**config.mk**
```make
export PLATFORM = sky130hd
export DESIGN_NAME = xdom_capture_hold
export DESIGN_NICKNAME = d
export VERILOG_FILES = /design/src/rtl/xdom_hold_pkg.sv /design/src/rtl/xdom_sel_reg.sv /design/src/rtl/xdom_tx_window.sv /design/src/rtl/xdom_mc_gate.sv /design/src/rtl/xdom_capture_hold.sv
export SDC_FILE = /design/constraint.sdc
export NUM_CORES = 1
export LEC_CHECK = 0
export BUFFER_PORTS_ARGS = -buffer_cell sky130_fd_sc_hd__buf_2
export CORE_MARGIN = 1
export CORE_UTILIZATION = 50
export CTS_BUF_LIST = sky130_fd_sc_hd__clkbuf_8
export CTS_CLUSTER_DIAMETER = 100
export CTS_CLUSTER_SIZE = 8
export DETAILED_ROUTE_END_ITERATION = 10
export HOLD_SLACK_MARGIN = 0.15
export PLACE_DENSITY_LB_ADDON = 0.1
export SLEW_MARGIN = 15
export SYNTH_ARGS = -nofsm -noshare
export SYNTH_HDL_FRONTEND = slang
export SYNTH_HIERARCHICAL = 1
export SYNTH_SLANG_ARGS = --single-unit
```
**constraint.sdc**
```tcl
create_clock -name clk -period 2.7 [get_ports clk]
set_clock_uncertainty 0.15 [all_clocks]
set_input_delay 0.135 -clock clk [delete_from_list [all_inputs] [get_ports clk]]
set_output_delay 0.135 -clock clk [all_outputs]
set_load 0.05 [all_outputs]
```
**src/rtl/xdom_hold_pkg.sv**
```systemverilog
package xdom_hold_pkg;
   // smallest release window allowed, in shift periods
   localparam int unsigned HOLD_FLOOR = 8;
   // smallest multicycle ratio allowed
   localparam int unsigned MC_FLOOR   = 2;

   function automatic bit is_pow2(input int unsigned v);
      return (v != 0) && ((v & (v - 1)) == 0);
   endfunction
endpackage

```
**src/rtl/xdom_sel_reg.sv**
```systemverilog
module xdom_sel_reg #(
   parameter int unsigned NUM_DOM = 4,
   localparam int unsigned SEL_W  = $clog2(NUM_DOM)
) (
   input  logic               clk,
   input  logic               rst_n,
   input  logic               test_mode,
   input  logic               shift_phase,
   input  logic [SEL_W-1:0]   dom_sel,
   output logic [SEL_W-1:0]   sel_q,
   output logic [NUM_DOM-1:0] sel_oh
);
   localparam logic [SEL_W:0] DOM_LIM = (SEL_W+1)'(NUM_DOM);

   logic code_ok;
   assign code_ok = ({1'b0, dom_sel} < DOM_LIM);

   always_ff @(posedge clk or negedge rst_n) begin
      if (!rst_n)
         sel_q <= '0;
      else if (test_mode && shift_phase && code_ok)
         sel_q <= dom_sel;
   end

   for (genvar d = 0; d < NUM_DOM; d++) begin : g_dec
      assign sel_oh[d] = (sel_q == SEL_W'(d));
   end


   sel_frozen_chk: assert property (@(posedge clk) disable iff (!rst_n)
      !shift_phase |=> $stable(sel_q));

   sel_range_chk: assert property (@(posedge clk) disable iff (!rst_n)
      $onehot(sel_oh));
endmodule

```
**src/rtl/xdom_tx_window.sv**
```systemverilog
module xdom_tx_window #(
   parameter int unsigned NUM_DOM    = 4,
   parameter int unsigned HOLD_TICKS = 8,
   localparam int unsigned CW        = $clog2(HOLD_TICKS + 1)
) (
   input  logic               clk,
   input  logic               rst_n,
   input  logic               test_mode,
   input  logic               shift_phase,
   input  logic               shift_tick,
   input  logic [NUM_DOM-1:0] cap_stb,
   input  logic [NUM_DOM-1:0] sel_oh,
   output logic               released
);
   logic          armed;
   logic [CW-1:0] cnt;
   logic          cap_sel;

   assign cap_sel = |(cap_stb & sel_oh);

   always_ff @(posedge clk or negedge rst_n) begin
      if (!rst_n) begin
         armed    <= 1'b0;
         released <= 1'b0;
         cnt      <= '0;
      end else if (!test_mode || shift_phase) begin
         armed    <= 1'b0;
         released <= 1'b0;
         cnt      <= '0;
      end else if (armed) begin
         if (shift_tick) begin
            if (cnt == CW'(1)) begin
               armed    <= 1'b0;
               released <= 1'b1;
               cnt      <= '0;
            end else begin
               cnt <= cnt - CW'(1);
            end
         end
      end else if (!released && cap_sel) begin
         armed <= 1'b1;
         cnt   <= CW'(HOLD_TICKS);
      end
   end


   win_bound_chk: assert property (@(posedge clk) disable iff (!rst_n)
      cnt <= CW'(HOLD_TICKS));

   win_excl_chk: assert property (@(posedge clk) disable iff (!rst_n)
      !(armed && released));

   win_rise_chk: assert property (@(posedge clk) disable iff (!rst_n)
      $rose(released) |-> ($past(armed) && $past(shift_tick)));

   win_clear_chk: assert property (@(posedge clk) disable iff (!rst_n)
      shift_phase |=> (!released && !armed));
endmodule

```
**src/rtl/xdom_mc_gate.sv**
```systemverilog
module xdom_mc_gate
   import xdom_hold_pkg::*;
#(
   parameter int unsigned MC_N = 4,
   localparam int unsigned PW  = $clog2(MC_N)
) (
   input  logic clk,
   input  logic rst_n,
   input  logic run,
   input  logic burst_act,
   output logic upd_ok
);
   localparam logic [PW-1:0] LAST = PW'(MC_N - 1);

   logic [PW-1:0] ph;

   if (is_pow2(MC_N)) begin : g_pow2
      // counter width matches the ratio, so it wraps by itself
      always_ff @(posedge clk or negedge rst_n) begin
         if (!rst_n)         ph <= '0;
         else if (!run)      ph <= '0;
         else if (burst_act) ph <= ph + PW'(1);
      end
   end else begin : g_wrap
      always_ff @(posedge clk or negedge rst_n) begin
         if (!rst_n)         ph <= '0;
         else if (!run)      ph <= '0;
         else if (burst_act) ph <= (ph == LAST) ? '0 : ph + PW'(1);
      end
   end

   assign upd_ok = run & burst_act & (ph == LAST);


   mc_range_chk: assert property (@(posedge clk) disable iff (!rst_n)
      ph <= LAST);

   mc_spacing_chk: assert property (@(posedge clk) disable iff (!rst_n)
      upd_ok |=> !upd_ok);
endmodule

```
**src/rtl/xdom_capture_hold.sv**
```systemverilog
module xdom_capture_hold
   import xdom_hold_pkg::*;
#(
   parameter int unsigned NUM_DOM    = 4,
   parameter int unsigned MC_N       = 4,
   parameter int unsigned HOLD_TICKS = 8,
   localparam int unsigned SEL_W     = $clog2(NUM_DOM)
) (
   input  logic               clk,
   input  logic               rst_n,
   input  logic               test_mode,
   input  logic               shift_phase,
   input  logic               shift_tick,
   input  logic [SEL_W-1:0]   dom_sel,
   input  logic [NUM_DOM-1:0] burst_act,
   input  logic [NUM_DOM-1:0] cap_stb,
   output logic [NUM_DOM-1:0] rx_inhibit,
   output logic [NUM_DOM-1:0] tx_hold,
   output logic [NUM_DOM-1:0] mc_hold
);
   if (NUM_DOM < 2) begin : g_bad_dom
      $error("xdom_capture_hold: NUM_DOM must be at least 2");
   end
   if (MC_N < MC_FLOOR) begin : g_bad_mc
      $error("xdom_capture_hold: MC_N below the allowed floor");
   end
   if (HOLD_TICKS < HOLD_FLOOR) begin : g_bad_hold
      $error("xdom_capture_hold: HOLD_TICKS below the allowed floor");
   end

   logic               run;
   logic [SEL_W-1:0]   sel_q;
   logic [NUM_DOM-1:0] sel_oh;
   logic               released;
   logic [NUM_DOM-1:0] upd_ok;

   assign run = test_mode & ~shift_phase;

   xdom_sel_reg #(.NUM_DOM(NUM_DOM)) i_sel (
      .clk         (clk),
      .rst_n       (rst_n),
      .test_mode   (test_mode),
      .shift_phase (shift_phase),
      .dom_sel     (dom_sel),
      .sel_q       (sel_q),
      .sel_oh      (sel_oh)
   );

   xdom_tx_window #(.NUM_DOM(NUM_DOM), .HOLD_TICKS(HOLD_TICKS)) i_win (
      .clk         (clk),
      .rst_n       (rst_n),
      .test_mode   (test_mode),
      .shift_phase (shift_phase),
      .shift_tick  (shift_tick),
      .cap_stb     (cap_stb),
      .sel_oh      (sel_oh),
      .released    (released)
   );

   for (genvar d = 0; d < NUM_DOM; d++) begin : g_mc
      xdom_mc_gate #(.MC_N(MC_N)) i_gate (
         .clk       (clk),
         .rst_n     (rst_n),
         .run       (run),
         .burst_act (burst_act[d]),
         .upd_ok    (upd_ok[d])
      );
   end

   assign rx_inhibit = {NUM_DOM{run}} & ~sel_oh;
   assign tx_hold    = {NUM_DOM{run & ~released}} & ~sel_oh;
   assign mc_hold    = {NUM_DOM{run}} & ~upd_ok;


   tm_off_chk: assert property (@(posedge clk) disable iff (!rst_n)
      !test_mode |-> (rx_inhibit == '0 && tx_hold == '0 && mc_hold == '0));

   shift_quiet_chk: assert property (@(posedge clk) disable iff (!rst_n)
      shift_phase |-> (rx_inhibit == '0 && tx_hold == '0 && mc_hold == '0));

   rx_count_chk: assert property (@(posedge clk) disable iff (!rst_n)
      run |-> ($countones(rx_inhibit) == NUM_DOM - 1));

   tx_subset_chk: assert property (@(posedge clk) disable iff (!rst_n)
      (tx_hold & ~rx_inhibit) == '0);

   mc_needs_burst_chk: assert property (@(posedge clk) disable iff (!rst_n)
      run |-> ((~mc_hold & ~burst_act) == '0));
endmodule

```
# Word level (Yosys, flattened, before mapping)
# Cells that the tools add are included.
# totals
ff_bits	16
inputBits	15
word_cells	79
output_inout_bits	12
# classes
n_addsub	5
bitwise_logic	18
reduce_logical	13
n_eq_ne	13
n_mux	22
# op_table
operator	n
2-to-1 mux 4 bit	5
bitwise AND 4 bit	4
2-to-1 mux 2 bit	8
== test 2 bit, second input constant	6
bitwise AND 1 bit	10
2-to-1 mux 1 bit	9
adder 2 x 1 -> 2 bit, second input constant	4
inequality test 2 bit, second input constant	4
inverter 4 bit	2
nonzero test 2 bit	3
== test 4 x 1 -> 1 bit, second input constant	1
OR reduction 4 bit	1
subtractor 4 x 1 -> 4 bit, second input constant	1
inequality test 3 bit, second input constant	1
AND reduction 3 bit	1
nonzero test 3 bit	1
== test 2 x 1 -> 1 bit, second input constant	1
logical AND 1 bit	2
zero test 1 bit	2
zero test 2 bit	1
inverter 1 bit	2
AND reduction 2 bit	1
logical OR 1 bit	1

# Depth between registers and ports, before layout
# Gate-level depths: netlist of the first run.
# logic_depth
word_depth	7
depth_mapped	6
ltp_nobuf	6

# Hierarchy
# Netlist of the first run, hierarchy kept.
# modules_own_cells
module	instances	cells_each	seq_area_each_um2	area_each_um2
xdom_mc_gate	4	8	50.0	101.3
xdom_tx_window	1	38	150.1	372.9
xdom_capture_hold	1	15	0.0	150.1
xdom_sel_reg	1	9	50.0	108.9

# Least setup slack after synthesis of the first run
# No wires, ideal clock.
# synth_timing
kind	register to output
startpoint	register i_sel.sel_q[1]
endpoint	output port tx_hold[3]
slack_ns	0.229
t_arrival_ns	2.186
stages_incl_launch_ff	3
path_buffers	0
required_ns	2.415
cell_sequence	dfrtp_1 > and2_1 > nor4b_1
# synth_between
elab_chain_len	3
# synth_rtl
element	line_no	text
from (decl)	xdom_sel_reg.sv:10	output logic [SEL_W-1:0] sel_q,
from (signal assigned)	xdom_sel_reg.sv:22	sel_q <= dom_sel;
== test 2 bit	xdom_sel_reg.sv:26	assign sel_oh[d] = (sel_q == SEL_W'(d));
named net sel_oh[3]	xdom_capture_hold.sv:33	logic [NUM_DOM-1:0] sel_oh;
inverter 4 bit	xdom_capture_hold.sv:71	assign tx_hold = {NUM_DOM{run & ~released}} & ~sel_oh;
bitwise AND 4 bit	xdom_capture_hold.sv:71	
to (decl)	xdom_capture_hold.sv:18	output logic [NUM_DOM-1:0] tx_hold,
# The timed path passes the listed nets, and every way through them passes these cells.

# Final worst setup path of the first run
# layout_timing
startpoint	register i_sel.sel_q[1]
endpoint	register i_win.cnt[0]
# layout_between
elab_chain_len	6
# layout_rtl
element	line_no	text
== test 2 bit	xdom_sel_reg.sv:26	
named net sel_oh[2]	xdom_capture_hold.sv:33	
bitwise AND 4 bit	xdom_tx_window.sv:19	assign cap_sel = |(cap_stb & sel_oh);
OR reduction 4 bit	xdom_tx_window.sv:19	
logical AND 1 bit	xdom_tx_window.sv:40	end else if (!released && cap_sel) begin
nonzero test 3 bit (no source line)	-	
AND reduction 2 bit (no source line)	-	
to (signal assigned)	xdom_tx_window.sv:37	cnt <= cnt - CW'(1);
to (signal assigned)	xdom_tx_window.sv:42	cnt <= CW'(HOLD_TICKS);
to (decl)	xdom_tx_window.sv:16	logic [CW-1:0] cnt;
# The timed path passes the listed nets, and every way through them passes these cells.
# A chain may end at the register's enable or synchronous reset.

==> results of run 1 <==
[cell usage after synthesis, drive strengths merged]
library cell / count / share of area [%]
dfrtp: 16 / 39
nor3b: 9 / 6.5
nor2b: 8 / 4.8
ha: 6 / 7.2
and2: 5 / 3.0
mux2i: 5 / 4.8
nor4b: 5 / 7.1
and3: 4 / 2.9
nand2: 4 / 1.9
nor2: 4 / 1.4
xor2: 4 / 3.4
a21oi: 3 / 1.4
a22oi: 2 / 1.4
and2b: 2 / 1.6
buf: 2 / 1.6
inv: 2 / 0.72
mux2: 2 / 2.9
nand3b: 2 / 1.4
a21o: 1 / 0.72
a31oi: 1 / 0.60
nand2b: 1 / 0.60
nor3: 1 / 0.48
nor4: 1 / 2.1
o211ai: 1 / 0.72
o21ai: 1 / 0.48
o31a: 1 / 0.84
or3: 1 / 0.60
[kinds of logic (layout without fill, tap and decap cells)]
family                     after synthesis  in the layout
muxes                                    7              7
AOI/OAI and AO/OA                       10             10
and+or+nand+nor                         47             47
buffers and inverters                    4             40
xor gates and xnor gates                 4              4
DFF                                     16             16
adders and majority gates                6              6
[worst paths after layout]
| check | from | end | slack, ps | cells past startpoint |
|---|---|---|---|---|
| max | i_sel/sel_q[1]$_DFFE_PN0P_ | i_win/cnt[0]$_DFFE_PN0P_ | 900 | 5 |
| min | rst_n | i_sel/sel_q[0]$_DFFE_PN0P_ | 170 | 2 |
| max reg2reg | i_sel/sel_q[1]$_DFFE_PN0P_ | i_win/cnt[0]$_DFFE_PN0P_ | 900 | 5 |
| min reg2reg | g_mc[0].i_gate/ph[1]$_DFFE_PN0P_ | g_mc[0].i_gate/ph[1]$_DFFE_PN0P_ | 410 | 2 |
| max in group asynchronous | rst_n | g_mc[1].i_gate/ph[0]$_DFFE_PN0P_ | 1960 | 2 |
| min in group clk | test_mode | i_sel/sel_q[1]$_DFFE_PN0P_ | 210 | 3 |
[state kept, by name (all words and copies together), names as in the netlist]
signal / flops
g_mc.i_gate/ph: 8
i_sel/sel_q: 2
i_win/armed: 1
i_win/cnt: 4
i_win/released: 1
[stage by stage]
stage,setup WS (ps),util (%),power [mW]
after floorplan,228.8,-,0.3864
after global placement,962.9,60.40,0.4252
after detailed placement,918.0,60.40,0.4284
after CTS,899.3,67.28,0.6512
after global routing,814.1,67.28,0.6793
final,897.8,67.28,0.6462
[per-layer routing]
| layer | GRT usage [%] | up-vias | wire, um |
|---|---|---|---|
| met5 | 0 | - | 0 |
| met4 | 6.667 | 0 | 29 |
| met3 | 4.528 | 5 | 115 |
| met2 | 32.33 | 23 | 905 |
| met1 | 24.88 | 386 | 941 |
| li1 | - | 407 | - |
[cells in the final DEF, fill, tap and decap left out, types with 3 or more instances in the layout]
master,synthesis,final
sky130_fd_sc_hd__dlygate4sd3_1,0,8
sky130_fd_sc_hd__buf_2,1,26
sky130_fd_sc_hd__mux2i_1,5,5
sky130_fd_sc_hd__nor2_1,4,4
sky130_fd_sc_hd__and2_1,5,5
sky130_fd_sc_hd__xor2_1,4,4
sky130_fd_sc_hd__nor3b_1,9,9
sky130_fd_sc_hd__ha_1,6,6
sky130_fd_sc_hd__clkbuf_8,0,4
sky130_fd_sc_hd__dfrtp_1,16,16
sky130_fd_sc_hd__and3_2,4,4
sky130_fd_sc_hd__nor2b_1,8,8
sky130_fd_sc_hd__nor4b_1,3,3
sky130_fd_sc_hd__a21oi_1,3,3
[repair_timing]
| item | in CTS | in global routing |
|---|---|---|
| endpoints found under the hold margin | 28 | 0 |
| resized for setup | 0 | 0 |
| setup buffers | 0 | 0 |
| hold buffers | 8 | 0 |
| endpoints found under the setup margin | 0 | 0 |
[cell type report]
| cell class | count | area, um^2 |
|---|---|---|
| clock buffer | 4 | 55.05 |
| fill | 168 | 641.9 |
| inverter | 2 | 7.507 |
| multi-input combinational | 74 | 613.1 |
| sequential | 16 | 400.4 |
| tap | 27 | 33.78 |
| timing repair buffer | 34 | 210.2 |
[power by group]
group          leakage, nW  total [mW]  internal (mW)  switching, mW
combinational        0.401       0.168         0.0665          0.101
sequential           0.215       0.265          0.252         0.0131
clock               0.0288       0.213          0.129         0.0835
total                0.645       0.646          0.448          0.198
==> metrics.md, run 1 <==
| Metric | Value |
|---|---|
| Run status | finished, final reports clean |
| 1st-iter DRT viols | 19 |
| Slew headroom | 75.46% |
| Biggest fanout along the worst timing path | 5 |
| Static leakage | 0.6454 nW |
| Core outline area | 1962 um^2 |
| Latest clock arrival within the worst-skew pair | 250 ps |
| Final weighted congestion in routability-driven placement | 0.8132 |
| Root cell of the clock tree | sky130_fd_sc_hd__clkbuf_8 |
| Simple logic cell fraction of the synthesized area | 34.50% |
| Req. time, crit path | 2690 ps |
| Area Overhead vs Synth | 27.26% |
| Antenna viol nets, final | 0 |
| Count of unique library cells instantiated by Yosys | 31 |
| H-Tree Level Count | 1 |
| Setup total negative slack | 0 ps |
| Initial Util | 52.87% |
| Deepest clock path buffer count | 2 |
| Worst path slowest cell | sky130_fd_sc_hd__dfrtp_1 |
| Final standard cell area without fillers | 1320 um^2 |
| Die width | 47.55 um |
| Area of the mapped netlist | 1037 um^2 |
| TritonCTS clock tree | yes |
| Final Max Tran Viols | 0 |
| Average wire per cell in the routed design | 12.69 um |
| Combinational family with the most area after synthesis | simple AND/OR/NAND/NOR gates |
| Maximum number of pins on one net before global-route repair | 17 |
| Routed via count divided by cell count | 5.229 |
| Routed wire length | 1.992 mm |
| Die area | 2261 um^2 |
| Vias in the first global route | 682 |
| Total power density per cell area | 489.5 nW/um^2 |
| Mux contribution to synthesized area | 7.720% |
| First-pass GRT wire length | 2.960 mm |
| DRC violations left | 0 |
| Post-synthesis cell count | 94 |
| Avg Synthesized Cell Area | 11.03 um^2 |
| Number of optimization iterations in the first detailed-route pass | 4 |
| Count of buffer and inverter cells on the critical path | 0 |
| Net count of the mapped netlist | 115 |
| CP top delay family | compound AO/OA/AOI/OAI gates |
| RSZ-0062 raised after global routing | no |
| Cell chain of the critical path | nor2b_1 > a22oi_1 > a21o_1 > and2b_1 > o31a_1 |
| Global-route usage over all layers | 19.40% |
| Antenna cell count | 0 |
| Initial antenna violation count | 0 |
| Post-DP HPWL | 1.388 mm |
| Residual overflow from global routing | 0 |
| Sort of element at the end of the critical path | flip-flop |
| CP peak stage delay | 390 ps |
| Final hold vios | 0 |
| Net count reported at finish | 152 |
| Worst min path class | in -> async |
| Worst Setup Start Kind | flip-flop |
| Maximum clock rate | 0.5549 GHz |
| Transition time at the pin with the least slew margin | 368.1 ps |
| Layout cell share with drive strength beyond 1 | 32.31% |
| Post-placement cell area | 1185 um^2 |
| IO Pins | 27 |
| Layout Cells excl Fill | 157 |
| Sinks on the clock net | 16 |
| Xor and xnor area share after synthesis | 3.378% |
| Count of synthesis-stage warnings from yosys | 6 |
| Port buffer count | 26 |
| Maximum vdd ir drop | 0.3930 mV |
| Max-cap viol count | 0 |
| Setup violators final | 0 |
| Arithmetic-cell share of the synthesized area counting full adders, half adders and majority gates | 7.238% |
| Vertical extent of the die | 47.55 um |
| Worst hold-check slack | 173.6 ps |
| Clock buffers created by TritonCTS | 3 |
| Synthesized flop and latch total | 16 |
| Final cycle utilization of the critical path | 66.75% |
| Worst-path clk slew | 60 ps |
| Core Rows | 16 |
| Placed Cells incl. Taps | 145 |
| Arrival time at the worst endpoint | 1790 ps |
| Total via count after detailed routing | 821 |
| Worst Setup Path Type | reg -> reg |
| Share of the yosys chip area belonging to registers | 38.60% |
| Post-route minimum period | 1802 ps |
| Compound-gate portion of the synthesized area | 6.273% |
Note: power is estimated with default switching activity, not from simulation.
==> inputs of run 2 (changes only) <==
clock period = 1.8 ns   (was 2.7 ns; I/O delays follow)
==> metrics.md, run 2 (synthesized netlist as in run 1, its figures left out) <==
| Metric | Value |
|---|---|
| Run status | finished, final reports clean |
| Worst-case register-to-register setup slack | 120 ps (-780 ps) |
| Maximum vdd ir drop | 0.5344 mV (+36%) |
| Max-cap viol count | 0 (unchanged) |
| Maximum clock rate | 0.5761 GHz |
| Total via count after detailed routing | 831 (+1.2%) |
| Die area | 2261 um^2 (unchanged) |
| Core Rows | 16 (unchanged) |
| Antenna cell count | 0 (unchanged) |
| Transition time at the pin with the least slew margin | 380.1 ps (+11.94 ps) |
| Latest clock arrival within the worst-skew pair | 240 ps (about the same) |
| Post-route minimum period | 1736 ps |
| Biggest fanout along the worst timing path | 5 (unchanged) |
| Die width | 47.55 um (unchanged) |
| Setup total negative slack | 0 ps (unchanged) |
| Vertical extent of the die | 47.55 um (unchanged) |
| Worst R2R Start | i_sel/sel_q[1]$_DFFE_PN0P_ |
| Core outline area | 1962 um^2 (unchanged) |
| CP peak stage delay | 420 ps (+30 ps) |
| Worst Hold Endpoint | i_sel/sel_q[1]$_DFFE_PN0P_ |
| Area Overhead vs Synth | 35.34% |
| Post-CTS setup-driven buffer insertion count | 0 (unchanged) |
| Average wire per cell in the routed design | 12.78 um (+0.75%) |
| Vias in the first global route | 735 (+7.8%) |
| Slew headroom | 74.58% (-0.88 points) |
| Worst Setup Start Kind | flip-flop |
| Setup violators final | 0 (unchanged) |
| Final weighted congestion in routability-driven placement | 0.8552 (+5.2%) |
| Root cell of the clock tree | sky130_fd_sc_hd__clkbuf_8 |
| Deepest clock path buffer count | 2 (unchanged) |
| Cell chain of the critical path | nor2b_1 > buf_4 > nor4b_4 > buf_2 |
| Number of flip-flops under the largest register name | 8 (unchanged) |
| Core utilization of the finished layout | 71.56% (+4.3 points) |
| Sinks on the clock net | 16 (unchanged) |
| Initial antenna violation count | 0 (unchanged) |
| Sort of element at the end of the critical path | primary output |
| Worst min path class | in -> reg |
| Number of optimization iterations in the first detailed-route pass | 4 (unchanged) |
| Most frequent standard cell in the layout excluding fill and tap cells | sky130_fd_sc_hd__buf_2 |
| Global-route usage over all layers | 20.17% (+0.77 points) |
| Net count reported at finish | 157 (+3.3%) |
| Final hold vios | 0 (unchanged) |
| Post-DP HPWL | 1.370 mm (-1.3%) |
| Total power density per cell area | 665.1 nW/um^2 (+36%) |
| Antenna viol nets, final | 0 (unchanged) |
| Hold Path Cell Cnt | 3 |
| Final cycle utilization of the critical path | 96.43% |
| 1st-iter DRT viols | 7 (-12) |
| Routed wire length | 2.058 mm (+3.3%) |
| Port buffer count | 26 (unchanged) |
| Initial Util | 52.87% (unchanged) |
| Layout cell share with drive strength beyond 1 | 41.04% (+8.7 points) |
| Most used cells in the layout excluding fill and tap cells | 26 x sky130_fd_sc_hd__buf_2, 16 x sky130_fd_sc_hd__dfrtp_1, 10 x sky130_fd_sc_hd__dlygate4sd3_1 |
| Clock buffers created by TritonCTS | 3 (unchanged) |
| Number of cells traversed by the worst register-to-register path | 5 (unchanged) |
| Worst-path clk slew | 60 ps (about the same) |
| Maximum number of pins on one net before global-route repair | 16 (-1) |
| DRC violations left | 0 (unchanged) |
| RSZ-0062 raised after global routing | no |
| Largest registers | g_mc.i_gate/ph (8), i_win/cnt (4), i_sel/sel_q (2) |
| Critical register-to-register path endpoint | i_win/cnt[0]$_DFFE_PN0P_ |
| Worst min-delay path startpoint | test_mode |
| Worst Setup Path Type | reg -> out |
| Routed via count divided by cell count | 5.161 (-1.3%) |
| Worst slack at placement | 90.86 ps (-827.1 ps) |
| Placed Cells incl. Taps | 148 (+2.1%) |
| Layout Cells excl Fill | 161 (+2.5%) |
| Final Max Tran Viols | 0 (unchanged) |
| Static leakage | 0.6837 nW (+5.9%) |
| Worst path slowest cell | sky130_fd_sc_hd__dfrtp_1 |
| Slack of the critical path | 64.25 ps (-833.5 ps) |
| TritonCTS clock tree | yes |
| First-pass GRT wire length | 3.139 mm (+6.0%) |
| Register with the highest flop count | g_mc.i_gate/ph |
| Residual overflow from global routing | 0 (unchanged) |
| Arrival time at the worst endpoint | 1500 ps (-290 ps) |
| IO Pins | 27 (unchanged) |
| H-Tree Level Count | 1 (unchanged) |
| Req. time, crit path | 1560 ps (-1130 ps) |
-- run 2: changes by cell type in the layout (fill, tap and decap cells not counted) --
| cell | before | now |
|---|---|---|
| sky130_fd_sc_hd__nor3b_2 | 0 | 8 |
| sky130_fd_sc_hd__nor2_2 | 0 | 1 |
| sky130_fd_sc_hd__nor4b_1 | 3 | 1 |
| sky130_fd_sc_hd__nor2_1 | 4 | 3 |
| sky130_fd_sc_hd__clkbuf_8 | 4 | 3 |
| sky130_fd_sc_hd__nor3b_1 | 9 | 1 |
| sky130_fd_sc_hd__nor4b_2 | 0 | 2 |
| sky130_fd_sc_hd__dlygate4sd3_1 | 8 | 10 |
| sky130_fd_sc_hd__buf_4 | 0 | 3 |
-- run 2: how the worst max path moves through the flow --
stage / end / slack (ps) / startpoint / cells past startpoint
2_1_floorplan: tx_hold[3] / 50 / i_sel/sel_q[1]$_DFFE_PN0P_ / 2
3_3_place_gp: i_win/cnt[0]$_DFFE_PN0P_ / 140 / i_sel/sel_q[0]$_DFFE_PN0P_ / 5
3_5_place_dp: i_win/cnt[0]$_DFFE_PN0P_ / 90 / i_sel/sel_q[0]$_DFFE_PN0P_ / 5
4_1_cts: i_win/cnt[0]$_DFFE_PN0P_ / 70 / i_sel/sel_q[0]$_DFFE_PN0P_ / 5
5_1_grt: tx_hold[1] / 6 / i_sel/sel_q[0]$_DFFE_PN0P_ / 4
6_report: tx_hold[2] / 60 / i_sel/sel_q[1]$_DFFE_PN0P_ / 4
-- run 2: layer usage --
| metal | GRT usage [%] | vias up | wire (um) |
|---|---|---|---|
| met5 | 0 | - | 0 |
| met3 | 3.396 | 2 | 62 |
| met2 | 33.70 | 18 | 1002 |
| li1 | - | 420 | - |
| met1 | 26.09 | 391 | 969 |
| met4 | 8.333 | 0 | 23 |
-- run 2: layout make-up --
class / count / area, um^2
Clock buffer: 3 / 41.29
Fill cell: 167 / 558.0
Multi-Input combinational cell: 74 / 668.1
Sequential cell: 16 / 400.4
Tap cell: 27 / 33.78
Timing Repair Buffer: 39 / 252.7
Inverter: 2 / 7.507
-- run 2: what timing repair did --
item,in CTS,in global routing
endpoints found under the setup margin,0,1
gates resized for setup,0,1
hold endpoints to repair,28,0
hold buffers,10,0
-- run 2: critical path: cells and delay by family, from the launching register on --
kind | cells | cell delay [ps]
flip-flops | 1 | 420
buffers and inverters | 2 | 440
AND/OR/NAND/NOR | 2 | 390
-- run 2: power breakdown --
| part | switching, mW | leakage, nW | internal [mW] |
|---|---|---|---|
| registers | 0.0212 | 0.215 | 0.379 |
| clock network | 0.107 | 0.0216 | 0.148 |
| logic | 0.160 | 0.447 | 0.119 |
| total | 0.289 | 0.684 | 0.645 |
-- run 2: metrics by stage --
step | power, mW | area (um^2) | hold slack, ps
6_report | 0.9337 | 1404 | 167.5
5_1_grt | 0.9787 | 1404 | 179.4
4_1_cts | 0.9432 | 1401 | 161.4
3_5_place_dp | 0.6635 | 1260 | -127.7
3_3_place_gp | 0.6581 | 1260 | -132.7
2_1_floorplan | 0.5904 | 1090 | -355.6
